File: config.mk
export PLATFORM = sky130hd
export DESIGN_NAME = legacy_win_decoder
export DESIGN_NICKNAME = d
export VERILOG_FILES = /design/src/rtl/lwd_pkg.sv /design/src/rtl/lwd_cfg_regs.sv /design/src/rtl/lwd_shadow_lookup.sv /design/src/rtl/lwd_smram_gate.sv /design/src/rtl/legacy_win_decoder.sv
export SDC_FILE = /design/constraint.sdc
export NUM_CORES = 1
export LEC_CHECK = 0
export ABC_AREA = 1
export BUFFER_PORTS_ARGS = -buffer_cell sky130_fd_sc_hd__buf_2
export CAP_MARGIN = 15
export CORE_MARGIN = 2
export CORE_UTILIZATION = 48
export CTS_CLUSTER_DIAMETER = 80
export DETAILED_ROUTE_END_ITERATION = 16
export PLACE_DENSITY = 0.87
export SETUP_SLACK_MARGIN = 0.5
export SLEW_MARGIN = 30
export SYNTH_ARGS = -nofsm -noshare
export SYNTH_HDL_FRONTEND = slang
export SYNTH_SLANG_ARGS = --single-unit
File: constraint.sdc
create_clock -name clk_i -period 2.7 [get_ports clk_i]
set_input_delay 0.27 -clock clk_i [delete_from_list [all_inputs] [get_ports clk_i]]
set_output_delay 0.27 -clock clk_i [all_outputs]
set_load 0.02 [all_outputs]
File: src/rtl/lwd_pkg.sv
package lwd_pkg;
  localparam logic [31:0] LOW_END   = 32'h000A_0000;
  localparam logic [31:0] SEG_BASE  = 32'h000C_0000;
  localparam logic [31:0] TOP_BASE  = 32'h000F_0000;
  localparam logic [31:0] MB_END    = 32'h0010_0000;
  localparam int          SEG_SHIFT = 14;

  typedef enum logic [1:0] {
    ATTR_PCI_A = 2'd0,
    ATTR_RO    = 2'd1,
    ATTR_PCI_B = 2'd2,
    ATTR_RW    = 2'd3
  } attr_e;

  typedef enum logic {
    TGT_DRAM = 1'b0,
    TGT_PCI  = 1'b1
  } tgt_e;

  typedef struct packed {
    tgt_e tgt;
    logic wr_block;
  } route_t;

  function automatic route_t attr_route(attr_e a, logic wr);
    route_t r;
    case (a)
      ATTR_RW: begin r.tgt = TGT_DRAM; r.wr_block = 1'b0; end
      ATTR_RO: begin r.tgt = TGT_DRAM; r.wr_block = wr;   end
      default: begin r.tgt = TGT_PCI;  r.wr_block = 1'b0; end
    endcase
    return r;
  endfunction
endpackage

File: src/rtl/lwd_cfg_regs.sv
module lwd_cfg_regs #(
  parameter logic [7:0] ATTR_BASE  = 8'h59,
  parameter int         ATTR_BYTES = 7,
  parameter logic [7:0] SMRAM_OFS  = 8'h72,
  parameter logic [7:0] SMRAM_RST  = 8'h02
) (
  input  logic                    clk_i,
  input  logic                    rst_ni,
  input  logic                    cfg_we_i,
  input  logic [7:0]              cfg_addr_i,
  input  logic [3:0]              cfg_be_i,
  input  logic [31:0]             cfg_wdata_i,
  output logic [ATTR_BYTES*8-1:0] attr_q_o,
  output logic [7:0]              smram_q_o
);
  for (genvar b = 0; b < ATTR_BYTES; b++) begin : g_attr
    localparam logic [7:0] OFS = 8'(int'(ATTR_BASE) + b);
    logic hit;
    assign hit = cfg_we_i && (cfg_addr_i[7:2] == OFS[7:2]) && cfg_be_i[OFS[1:0]];
    always_ff @(posedge clk_i or negedge rst_ni) begin
      if (!rst_ni)  attr_q_o[b*8 +: 8] <= 8'h00;
      else if (hit) attr_q_o[b*8 +: 8] <= cfg_wdata_i[OFS[1:0]*8 +: 8];
    end
  end

  logic smram_hit;
  assign smram_hit = cfg_we_i && (cfg_addr_i[7:2] == SMRAM_OFS[7:2]) && cfg_be_i[SMRAM_OFS[1:0]];

  always_ff @(posedge clk_i or negedge rst_ni) begin
    if (!rst_ni)        smram_q_o <= SMRAM_RST;
    else if (smram_hit) smram_q_o <= cfg_wdata_i[SMRAM_OFS[1:0]*8 +: 8];
  end
endmodule

File: src/rtl/lwd_shadow_lookup.sv
module lwd_shadow_lookup
  import lwd_pkg::*;
#(
  parameter int ADDR_W  = 32,
  parameter int SEG_CNT = 12,
  localparam int ATTR_BYTES = 1 + SEG_CNT / 2,
  localparam int IDX_W      = $clog2(SEG_CNT)
) (
  input  logic [ADDR_W-1:0]       addr_i,
  input  logic [ATTR_BYTES*8-1:0] attr_i,
  output attr_e                   attr_o
);
  logic [1:0]       seg_attr [SEG_CNT];
  logic [ADDR_W-1:0] off;
  logic [IDX_W-1:0]  idx;

  // byte 0 serves the top window; segments start at byte 1
  for (genvar g = 0; g < SEG_CNT; g++) begin : g_seg
    assign seg_attr[g] = attr_i[(1 + g / 2) * 8 + (g % 2) * 4 +: 2];
  end

  assign off = addr_i - ADDR_W'(SEG_BASE);
  assign idx = off[SEG_SHIFT +: IDX_W];

  always_comb begin
    attr_o = ATTR_PCI_A;
    if (addr_i >= ADDR_W'(TOP_BASE)) begin
      attr_o = attr_e'(attr_i[5:4]);
    end else begin
      for (int i = 0; i < SEG_CNT; i++)
        if (idx == IDX_W'(i)) attr_o = attr_e'(seg_attr[i]);
    end
  end
endmodule

File: src/rtl/lwd_smram_gate.sv
module lwd_smram_gate (
  input  logic [7:0] smram_i,
  input  logic       smm_i,
  output logic       open_o
);
  // bit 6 forces open; bit 3 opens only in system-management mode
  assign open_o = smram_i[6] | (smm_i & smram_i[3]);
endmodule

File: src/rtl/legacy_win_decoder.sv
module legacy_win_decoder
  import lwd_pkg::*;
#(
  parameter int         ADDR_W    = 32,
  parameter int         SEG_CNT   = 12,
  parameter logic [7:0] ATTR_BASE = 8'h59,
  parameter logic [7:0] SMRAM_OFS = 8'h72,
  parameter logic [7:0] SMRAM_RST = 8'h02
) (
  input  logic              clk_i,
  input  logic              rst_ni,
  input  logic              cfg_we_i,
  input  logic [7:0]        cfg_addr_i,
  input  logic [3:0]        cfg_be_i,
  input  logic [31:0]       cfg_wdata_i,
  input  logic              smm_i,
  input  logic              acc_valid_i,
  input  logic [ADDR_W-1:0] acc_addr_i,
  input  logic              acc_wr_i,
  output logic              dec_valid_o,
  output logic              dec_pci_o,
  output logic              dec_wr_block_o
);
  localparam int ATTR_BYTES = 1 + SEG_CNT / 2;

  logic [ATTR_BYTES*8-1:0] attr_q;
  logic [7:0]              smram_q;
  attr_e                   shadow_attr;
  logic                    smram_open;
  route_t                  route;

  lwd_cfg_regs #(
    .ATTR_BASE (ATTR_BASE),
    .ATTR_BYTES(ATTR_BYTES),
    .SMRAM_OFS (SMRAM_OFS),
    .SMRAM_RST (SMRAM_RST)
  ) u_regs (
    .clk_i      (clk_i),
    .rst_ni     (rst_ni),
    .cfg_we_i   (cfg_we_i),
    .cfg_addr_i (cfg_addr_i),
    .cfg_be_i   (cfg_be_i),
    .cfg_wdata_i(cfg_wdata_i),
    .attr_q_o   (attr_q),
    .smram_q_o  (smram_q)
  );

  lwd_shadow_lookup #(
    .ADDR_W (ADDR_W),
    .SEG_CNT(SEG_CNT)
  ) u_lookup (
    .addr_i(acc_addr_i),
    .attr_i(attr_q),
    .attr_o(shadow_attr)
  );

  lwd_smram_gate u_gate (
    .smram_i(smram_q),
    .smm_i  (smm_i),
    .open_o (smram_open)
  );

  always_comb begin
    route = '{tgt: TGT_DRAM, wr_block: 1'b0};
    if (acc_addr_i < ADDR_W'(LOW_END)) begin
      route = '{tgt: TGT_DRAM, wr_block: 1'b0};
    end else if (acc_addr_i < ADDR_W'(SEG_BASE)) begin
      route = '{tgt: (smram_open ? TGT_DRAM : TGT_PCI), wr_block: 1'b0};
    end else if (acc_addr_i < ADDR_W'(MB_END)) begin
      route = attr_route(shadow_attr, acc_wr_i);
    end
  end

  always_ff @(posedge clk_i or negedge rst_ni) begin
    if (!rst_ni) begin
      dec_valid_o    <= 1'b0;
      dec_pci_o      <= 1'b0;
      dec_wr_block_o <= 1'b0;
    end else begin
      dec_valid_o    <= acc_valid_i;
      dec_pci_o      <= acc_valid_i & (route.tgt == TGT_PCI);
      dec_wr_block_o <= acc_valid_i & route.wr_block;
    end
  end
endmodule

==> flow_summary_export.csv, run 1 <==
group,metric,value,unit
timing,rsz0062_at_grt,"no",
hold_path,whs_endpoint,"dec_valid_o",
timing,worstMarginPinSlew,0.660,ns
clock_tree,cts_resized,0,
critical_path,end_kind,"register",
placement,hpwlAfterDp,2840,microns
global_route,grt_overflow,0,
floorplanning,die_h,62.3,microns
clock_tree,root_buffer,"clkbuf_4",
yosys,synthFlopType,"dfrtp_1",
power_and_ir_drop,power_density,444,mW/mm^2
yosys,synth_top_area_share,0.476,
layout,drive_gt1_frac,0.331,
yosys,ys_seq_area_frac,0.476,
clock_tree,cts_setup_buffers,0,
routing,drt_pass1_iterations,4,
routing,drc,0,
global_route,grt_pass1_wl,5910,microns
flow_run,cap_violations,0,
critical_path,startpoint_type,"input port",
critical_path,critPathRequiredTime,2.91,ns
yosys,synth_commonest_cells,"nand2_1 (42), inv_1 (32), dfrtp_1 (31)",
floorplanning,io_pins,85,
layout,diodes,0,
yosys,ys_top_cells_by_area,"dfrtp_1 (48%), mux2_2 (10%), nand2_1 (9.7%)",
critical_path,r2r_slack,1.37,ns
yosys,synth_edf_count,0,
floorplanning,die-width,62.3,microns
clock_tree,cts_made_buffers,5,
placement,portBuffers,54,
yosys,synth_seq_cells,31,
placement,placed_cells,296,
timing,skew,0.00268,ns
yosys,synth_area_leader_cell,"dfrtp_1",
routing,totalWireLength,3540,microns
yosys,yosysWarnings,0,
yosys,syn_inst,196,
clock_tree,htreeDepth,2,
power_and_ir_drop,ir_worst_vdd,0.295,mV
global_route,grt_max_degree,32,
critical_path,crit_fanout,6,
yosys,syn_nets,278,
yosys,syn_area_per_cell,8.32,sq um
power_and_ir_drop,p_seq_frac,0.590,
timing,hold_viol_final,0,
clock_tree,path_clk_slew,0.08,ns
floorplanning,start_util,0.492,
floorplanning,rows,21,
hold_path,hold_start,"acc_valid_i",
clock_tree,clock_latency,0.32,ns
floorplanning,dieArea,0.00388,sq mm
timing,final_max_slew_viol_count,0,
yosys,synth_cell_type_count,17,
critical_path,reg2reg_from,"u_regs.attr_q_o[20]",
clock_tree,cts_tree,"yes",
global_route,grt.total_usage,0.195,
routing,vias,1494,
timing,setup_violations,0,
critical_path,timing.rr.end,"dec_pci_o",
layout,nFillCells,334,
layout,syn_to_final_growth,23.3,%
routing,vias_per_cell,4.93,
yosys,ys_async_sr_fraction,1.00,
power_and_ir_drop,leakagePower,1.09,nW
hold_path,hold_depth,1,
timing,timing.fmax,0.750,GHz
critical_path,ff2ff_path_depth,9,
hold_path,hold_class,"input port to register",
layout,num-nets-final,340,
routing,routedWlPerCell,11.7,microns
routing,drt_iter0_markers,42,
floorplanning,core,0.00331,sq mm
yosys,netlist_area,0.00163,sq mm
global_route,antenna_found_initial,0,
power_and_ir_drop,p_comb_frac,0.153,
global_route,grt_pass1_vias,1405,
status,status,"finished, final reports clean",
placement,gp_congestion,0.873,
critical_path,critPathKind,"input port to register",
timing,tns,0,ns
timing,min_period,1.33,ns
layout,fin_cells,303,
yosys,synth.most_common_cell,"nand2_1",
timing,slew_headroom,0.560,
power_and_ir_drop,sw_frac_of_total,0.255,
clock_tree,cts.sinks,31,
power_and_ir_drop,p_clk_frac,0.258,
power_and_ir_drop,internal-power,0.664,mW
timing,period_share,0.494,
power_and_ir_drop,total_power,0.891,mW
power_and_ir_drop,p_sw,0.228,mW
clock_tree,clock_path_buffers,2,
routing,ant_nets,0,
critical_path,cp.arrival,1.55,ns
## per-stage QoR
| stage | instance area (sq um) | util | worst slack [ns] | hold slack [ns] |
|---|---|---|---|---|
| floorplan | 1630 | - | 1.33 | -0.0256 |
| global placement | 1960 | 0.591 | 1.08 | 0.336 |
| detailed placement | 1960 | 0.591 | 1.03 | 0.334 |
| CTS | 2010 | 0.607 | 1.38 | 0.0510 |
| global route | 2010 | 0.607 | 1.26 | 0.0521 |
| finish | 2010 | 0.607 | 1.37 | 0.0615 |
## layout by cell type (no fill, tap or decap), types with 2 or more instances in the layout
master,count
nand3_1,17
o21ai_0,11
o21a_1,2
nand2_2,3
inv_1,32
dfrtp_1,31
clkbuf_4,5
mux2_4,2
nor2_2,4
nand4_1,4
nand2_1,42
buf_2,54
nor2_1,24
a21oi_1,5
mux2_2,15
## flip-flops by register name, indices dropped and copies added, names as in the netlist
register / cells
dec_wr_block_o: 1
u_regs.attr_q_o: 26
u_regs.smram_q_o: 2
dec_pci_o: 1
dec_valid_o: 1
## layer usage
metal  GRT usage  up-vias  share of wire
met5           0        -              0
met3      0.0489        8          0.051
met4      0.0889        0          0.018
met1       0.240      697           0.45
li1            -      750              -
met2       0.323       39           0.48
## cell families after synthesis
logic type      Yosys count  synth area share
simple gates             96             0.260
buf+inv                  32            0.0737
flops                    31             0.476
compound gates           20            0.0683
mux                      17             0.122
## timing repair
| item | CTS | global route |
|---|---|---|
| endpoints found under the setup margin | 0 | 0 |
| hold buffers | 1 | 0 |
| hold endpoints to repair | 31 | 0 |
## worst max-delay path by stage
stage / from / to / slack, ns
3_3_place_gp: cfg_addr_i[5] / u_regs.attr_q_o[33] / 1.08
6_report: cfg_addr_i[7] / u_regs.attr_q_o[33] / 1.37
2_1_floorplan: cfg_addr_i[5] / u_regs.attr_q_o[28] / 1.33
3_5_place_dp: cfg_addr_i[5] / u_regs.attr_q_o[29] / 1.03
4_1_cts: cfg_addr_i[5] / u_regs.attr_q_o[29] / 1.38
5_1_grt: u_regs.attr_q_o[20] / dec_pci_o / 1.26
## worst max-delay path, stage by stage
cell	delay (ns)
buf_2	0.10
nor2_2	0.11
nand2_2	0.08
nor2_4	0.13
nand2_2	0.12
nor2_1	0.34
mux2_2	0.38
## final cells by class
type / count / area [sq um] / area share
timing repair buffer: 55 / 280 / 0.139
inverter: 32 / 120 / 0.0598
clock buffer: 6 / 41.3 / 0.0205
sequential: 31 / 776 / 0.386
multi-input combinational: 133 / 734 / 0.366
tap: 46 / 57.6 / 0.0286
## power groups by stage
stage                     combinational, mW  sequential [mW]  clock [mW]
after floorplan                      0.0696            0.528           0
after global placement                0.131            0.533           0
after detailed placement              0.135            0.535           0
after CTS                             0.137            0.526       0.239
after global routing                  0.155            0.530       0.256
final                                 0.136            0.525       0.230
No activity file was read; power rests on OpenSTA's default activity.
==> run 2, diff against run 1 <==
--- a/config.mk
+++ b/config.mk
@@ -9,10 +9,10 @@
 export BUFFER_PORTS_ARGS = -buffer_cell sky130_fd_sc_hd__buf_2
 export CAP_MARGIN = 15
 export CORE_MARGIN = 2
-export CORE_UTILIZATION = 48
+export CORE_UTILIZATION = 45
 export CTS_CLUSTER_DIAMETER = 80
 export DETAILED_ROUTE_END_ITERATION = 16
-export PLACE_DENSITY = 0.87
+export PLACE_DENSITY = 0.83
 export SETUP_SLACK_MARGIN = 0.5
 export SLEW_MARGIN = 30
 export SYNTH_ARGS = -nofsm -noshare
==> constraint.sdc (replaced) <==
create_clock -name clk_i -period 1.25 [get_ports clk_i]
set_input_delay 0.125 -clock clk_i [delete_from_list [all_inputs] [get_ports clk_i]]
set_output_delay 0.125 -clock clk_i [all_outputs]
set_load 0.02 [all_outputs]
==> flow_summary_export.csv, run 2 (synthesized netlist as in run 1, its figures left out) <==
group,metric,value,unit
routing,top_layer,"met4",
critical_path,critPathRequiredTime,1.49,ns
timing,period_share,1.08,
layout,fin_util,0.714,
global_route,grt.total_usage,0.219,
timing,slew_headroom,0.746,
hold_path,whs_endpoint,"u_regs.attr_q_o[32]",
critical_path,end_kind,"register",
routing,drt-met1-wl,1690,microns
timing,hold_slack,-0.00325,ns
clock_tree,root_buffer,"clkbuf_4",
global_route,grt_pass1_vias,1609,
layout,layout_commonest_cell,"buf_2",
critical_path,r2r_slack,-0.10,ns
timing,skew,0.00814,ns
timing,worstMarginPinSlew,0.381,ns
routing,drc,0,
timing,rsz0062_at_grt,"yes",
critical_path,timing.rr.end,"dec_wr_block_o",
routing,routedWlPerCell,12.6,microns
floorplanning,core,0.00342,sq mm
critical_path,cp_common_cell,"nand2_1",
critical_path,critPathSlowestCell,"dfrtp_1",
timing,hold_viol_final,1,
hold_path,hold_class,"input port to register",
layout,num-nets-final,361,
hold_path,hold_start,"cfg_wdata_i[8]",
routing,totalWireLength,4110,microns
critical_path,critPathTopFamily,"simple AND/OR/NAND/NOR gates",
layout,largest-register,"u_regs.attr_q_o",
floorplanning,dieArea,0.00412,sq mm
layout,diodes,0,
clock_tree,path_clk_slew,0.10,ns
power_and_ir_drop,leakagePower,1.29,nW
status,status,"complete, but fails checks",
placement,portBuffers,54,
critical_path,startpoint_type,"register",
placement,placed_cells,309,
layout,top_regs,"u_regs.attr_q_o: 26 flops, u_regs.smram_q_o: 2 flops",
clock_tree,cts_tree,"yes",
floorplanning,die-width,64.2,microns
status,violations,"negative hold slack, negative setup slack",
routing,drt_iter0_markers,62,
routing,drt_pass1_iterations,4,
routing,vias,1599,
layout,design_area,0.00244,sq mm
timing,min_period,1.35,ns
timing,setup_violations,2,
critical_path,ff2ff_path_depth,10,
layout,syn_to_final_growth,49.6,%
clock_tree,htreeDepth,2,
hold_path,hold_depth,2,
routing,vias_per_cell,4.90,
floorplanning,rows,21,
clock_tree,cts.sinks,31,
routing,dr_wl_met2,2080,microns
layout,final_cell_mix,"buf_2 (48), nand2_1 (33), dfrtp_1 (31)",
global_route,antenna_found_initial,0,
floorplanning,die_h,64.2,microns
critical_path,slowest_delay,0.42,ns
global_route,grt_pass1_wl,6760,microns
routing,dr_wl_met3,208,microns
layout,drive_gt1_frac,0.461,
clock_tree,clock_latency,0.35,ns
critical_path,crit_fanout,2,
floorplanning,start_util,0.477,
critical_path,path_cells,"nand3_1, nand4_1, nor2_1, nand4_1, nand2_1, nand3_1, nand2_1, nand2_1, nand2_1, nor2_1",
critical_path,reg2reg_from,"u_regs.attr_q_o[8]",
critical_path,timing.critical_path.buf_inv,0,
timing,finalWorstSetupSlack,-0.101,ns
global_route,grt_max_degree,32,
power_and_ir_drop,power_density,863,mW/mm^2
layout,fin_cells,326,
critical_path,critPathKind,"register to register",
placement,gp_congestion,0.845,
global_route,grt_overflow,0,
timing,timing.fmax,0.740,GHz
clock_tree,cts_made_buffers,5,
clock_tree,clock_path_buffers,2,
critical_path,cp.arrival,1.59,ns
power_and_ir_drop,ir_worst_vdd,0.445,mV
placement,hpwlAfterDp,3050,microns
timing,final_max_slew_viol_count,0,
floorplanning,io_pins,85,
placement,post_dp_cell_area,0.00213,sq mm
layout,largest_reg_flops,26,
flow_run,cap_violations,0,
routing,ant_nets,0,
-- run 2: area by class of cell --
cell class                      count  area, sq um
Fill cell                         260          977
Multi-Input combinational cell    133          902
Sequential cell                    31          776
Timing Repair Buffer               76          523
Inverter                           32          128
Tap cell                           46         57.6
Clock buffer                        5         37.5
Clock inverter                      3         15.0
-- run 2: layer usage --
| layer | global-route usage | up-vias |
|---|---|---|
| met4 | 0.133 | 0 |
| met2 | 0.374 | 48 |
| met3 | 0.0511 | 16 |
| met5 | 0 | - |
| li1 | - | 796 |
| met1 | 0.248 | 739 |
-- run 2: power by group --
part | switching, mW | leakage [nW] | internal [mW] | total, mW
sequential | 0.0474 | 0.393 | 1.09 | 1.14
combinational | 0.191 | 0.864 | 0.209 | 0.400
clock | 0.355 | 0.0347 | 0.209 | 0.564
total | 0.594 | 1.29 | 1.51 | 2.10
-- run 2: timing repair --
item	4_1_cts	5_1_grt
hold buffers	4	1
endpoints found under the setup margin	32	32
cloned	0	0
buffers inserted	3	1
pin swaps	12	1
endpoints found under the hold margin	35	4
gates resized for setup	31	18
-- run 2: through the flow --
| step | setup WS, ns | total power, mW | TNS [ns] |
|---|---|---|---|
| 3_3_place_gp | -0.0884 | 1.48 | -0.320 |
| 4_1_cts | 0.00191 | 2.07 | 0 |
| 6_report | -0.101 | 2.10 | -0.162 |
| 5_1_grt | -0.161 | 2.21 | -0.302 |
| 2_1_floorplan | 0.0588 | 1.31 | 0 |
| 3_5_place_dp | -0.108 | 1.49 | -0.499 |
-- run 2: how the worst max path moves through the flow --
stage | from | to | slack (ns) | cells past startpoint
after floorplan | cfg_addr_i[7] | u_regs.smram_q_o[3] | 0.06 | 4
after global placement | cfg_we_i | u_regs.smram_q_o[6] | -0.09 | 6
after detailed placement | cfg_we_i | u_regs.smram_q_o[3] | -0.11 | 6
after CTS | u_regs.attr_q_o[21] | dec_wr_block_o | 0.002 | 11
after global routing | u_regs.attr_q_o[12] | dec_wr_block_o | -0.16 | 10
final | u_regs.attr_q_o[8] | dec_wr_block_o | -0.10 | 10
==> run 3, diff against run 2 <==
--- a/config.mk
+++ b/config.mk
@@ -8,11 +8,13 @@
 export ABC_AREA = 1
 export BUFFER_PORTS_ARGS = -buffer_cell sky130_fd_sc_hd__buf_2
 export CAP_MARGIN = 15
+export CELL_PAD_IN_SITES_DETAIL_PLACEMENT = 2
+export CELL_PAD_IN_SITES_GLOBAL_PLACEMENT = 2
 export CORE_MARGIN = 2
-export CORE_UTILIZATION = 45
+export CORE_UTILIZATION = 24
 export CTS_CLUSTER_DIAMETER = 80
 export DETAILED_ROUTE_END_ITERATION = 16
-export PLACE_DENSITY = 0.83
+export PLACE_DENSITY = 0.82
 export SETUP_SLACK_MARGIN = 0.5
 export SLEW_MARGIN = 30
 export SYNTH_ARGS = -nofsm -noshare
==> flow_summary_export.csv, run 3 (synthesized netlist as in run 1, its figures left out) <==
group,metric,value,unit
routing,ant_nets,0,
global_route,antenna_found_initial,0,
clock_tree,clock_path_buffers,2,
power_and_ir_drop,p_clk_frac,0.359,
layout,nFillCells,760,
power_and_ir_drop,power_density,956,mW/mm^2
global_route,grt_max_degree,32,
power_and_ir_drop,ir_worst_vdd,0.641,mV
power_and_ir_drop,leakagePower,1.35,nW
placement,portBuffers,54,
timing,period_share,1.11,
status,status,"complete, but fails checks",
floorplanning,core,0.00668,sq mm
timing,skew,0.00235,ns
critical_path,path_cells,"nand3_1, nand4_1, nor2_1, nand4_1, nand2_1, nand3_2, nand2_2, nand2_2, a21oi_1",
critical_path,critPathTopFamily,"simple AND/OR/NAND/NOR gates",
power_and_ir_drop,p_comb_frac,0.179,
routing,routedWlPerCell,16.0,microns
layout,diodes,0,
critical_path,critPathKind,"register to register",
placement,gp_congestion,0.755,
timing,min_period,1.39,ns
floorplanning,die-width,86.4,microns
timing,hold_viol_final,0,
clock_tree,cts.sinks,31,
placement,placed_cells,342,
routing,drt_iter0_markers,27,
layout,final_cell_mix,"buf_2 (47), dfrtp_1 (31), inv_1 (30)",
timing,worstMarginPinSlew,0.307,ns
power_and_ir_drop,internal-power,1.83,mW
clock_tree,path_clk_slew,0.07,ns
critical_path,startpoint_type,"register",
hold_path,hold_start,"cfg_wdata_i[1]",
layout,fin_cells,359,
layout,top_regs,"u_regs.attr_q_o: 26 flops, u_regs.smram_q_o: 2 flops",
global_route,grt.total_usage,0.165,
timing,finalWorstSetupSlack,-0.143,ns
clock_tree,root_buffer,"clkbuf_8",
clock_tree,clock_latency,0.29,ns
layout,layout_commonest_cell,"buf_2",
critical_path,critPathSlowestCell,"dfrtp_1",
layout,drive_gt1_frac,0.491,
floorplanning,die_h,86.4,microns
status,violations,"negative setup slack",
power_and_ir_drop,p_seq_frac,0.461,
power_and_ir_drop,sw_frac_of_total,0.265,
floorplanning,rows,30,
flow_run,cap_violations,0,
clock_tree,cts_made_buffers,5,
layout,largest-register,"u_regs.attr_q_o",
timing,setup_violations,2,
global_route,grt_pass1_vias,1832,
critical_path,end_kind,"register",
clock_tree,cts_tree,"yes",
routing,vias,1633,
layout,syn_to_final_growth,59.3,%
floorplanning,start_util,0.244,
critical_path,crit_fanout,2,
global_route,grt_overflow,0,
power_and_ir_drop,p_sw,0.659,mW
timing,hold_slack,0.0372,ns
layout,num-nets-final,360,
timing,rsz0062_at_grt,"yes",
critical_path,cp.arrival,1.61,ns
critical_path,reg2reg_from,"u_regs.attr_q_o[12]",
timing,slew_headroom,0.795,
timing,timing.fmax,0.718,GHz
routing,totalWireLength,5760,microns
placement,hpwlAfterDp,4130,microns
clock_tree,htreeDepth,2,
floorplanning,io_pins,85,
critical_path,timing.critical_path.buf_inv,0,
routing,drc,0,
critical_path,slowest_delay,0.41,ns
floorplanning,dieArea,0.00747,sq mm
routing,vias_per_cell,4.55,
routing,drt_pass1_iterations,4,
global_route,grt_pass1_wl,9360,microns
power_and_ir_drop,total_power,2.48,mW
timing,tns,-0.278,ns
layout,largest_reg_flops,26,
critical_path,critPathRequiredTime,1.47,ns
critical_path,startpoint,"u_regs.attr_q_o[12]",
timing,final_max_slew_viol_count,0,
hold_path,hold_class,"input port to register",
[run 3: cell types whose count changed in the layout (fill, tap and decap cells not counted), sizes merged]
cell,delta
inv,-1
clkinv,-2
dlygate4sd3,-3
clkbuf,+3
buf,+2
[run 3: timing repair]
item	in CTS	in global routing
endpoints found under the setup margin	33	64
gates resized for setup	41	32
hold endpoints to repair	32	0
hold buffers	2	0
pin swaps	11	4
setup buffers	3	4
[run 3: area by class of cell]
type                    count  area (sq um)  area share
clock buffers               8           100      0.0385
inverters                  32           130      0.0501
multi-input cells         133           966       0.372
flip-flops and latches     31           776       0.299
well taps                  80           100      0.0385
repair buffers             75           526       0.202
[run 3: per-stage QoR]
step,util,cell area [sq um],setup slack [ns]
after floorplan,-,1700,0.0588
after global placement,0.324,2160,-0.133
after detailed placement,0.324,2160,-0.182
after CTS,0.367,2450,-0.135
after global routing,0.389,2600,-0.258
final,0.389,2600,-0.143
[run 3: power groups by stage]
stage          clock network (mW)  registers [mW]  logic [mW]
6_report                    0.893            1.15       0.445
3_3_place_gp                    0            1.15       0.338
3_5_place_dp                    0            1.16       0.354
2_1_floorplan                   0            1.14       0.171
5_1_grt                     0.953            1.16       0.496
4_1_cts                     0.904            1.14       0.401
[run 3: worst min-delay path, delay by kind of cell]
family	cells	cell delay, ns
AOI/OAI and AO/OA	1	0.04
buffers and inverters	1	0.08
and+or+nand+nor	1	0.05
[run 3: worst paths after layout]
check	end	slack, ns	cells after the start
worst min-delay path	u_regs.attr_q_o[25]	0.04	3
max in group asynchronous	dec_pci_o	0.66	3
worst max register to register	dec_pci_o	-0.14	9
worst min register to register	u_regs.attr_q_o[16]	0.51	1
worst max-delay path	dec_pci_o	-0.14	9
min in group asynchronous	u_regs.attr_q_o[25]	0.35	3
[run 3: routing by layer]
layer	vias up	global-route usage	wire [microns]
met5	-	0	0
li1	791	-	-
met1	804	0.198	2320
met4	0	0.0554	95
met3	8	0.0390	195
met2	30	0.291	3140
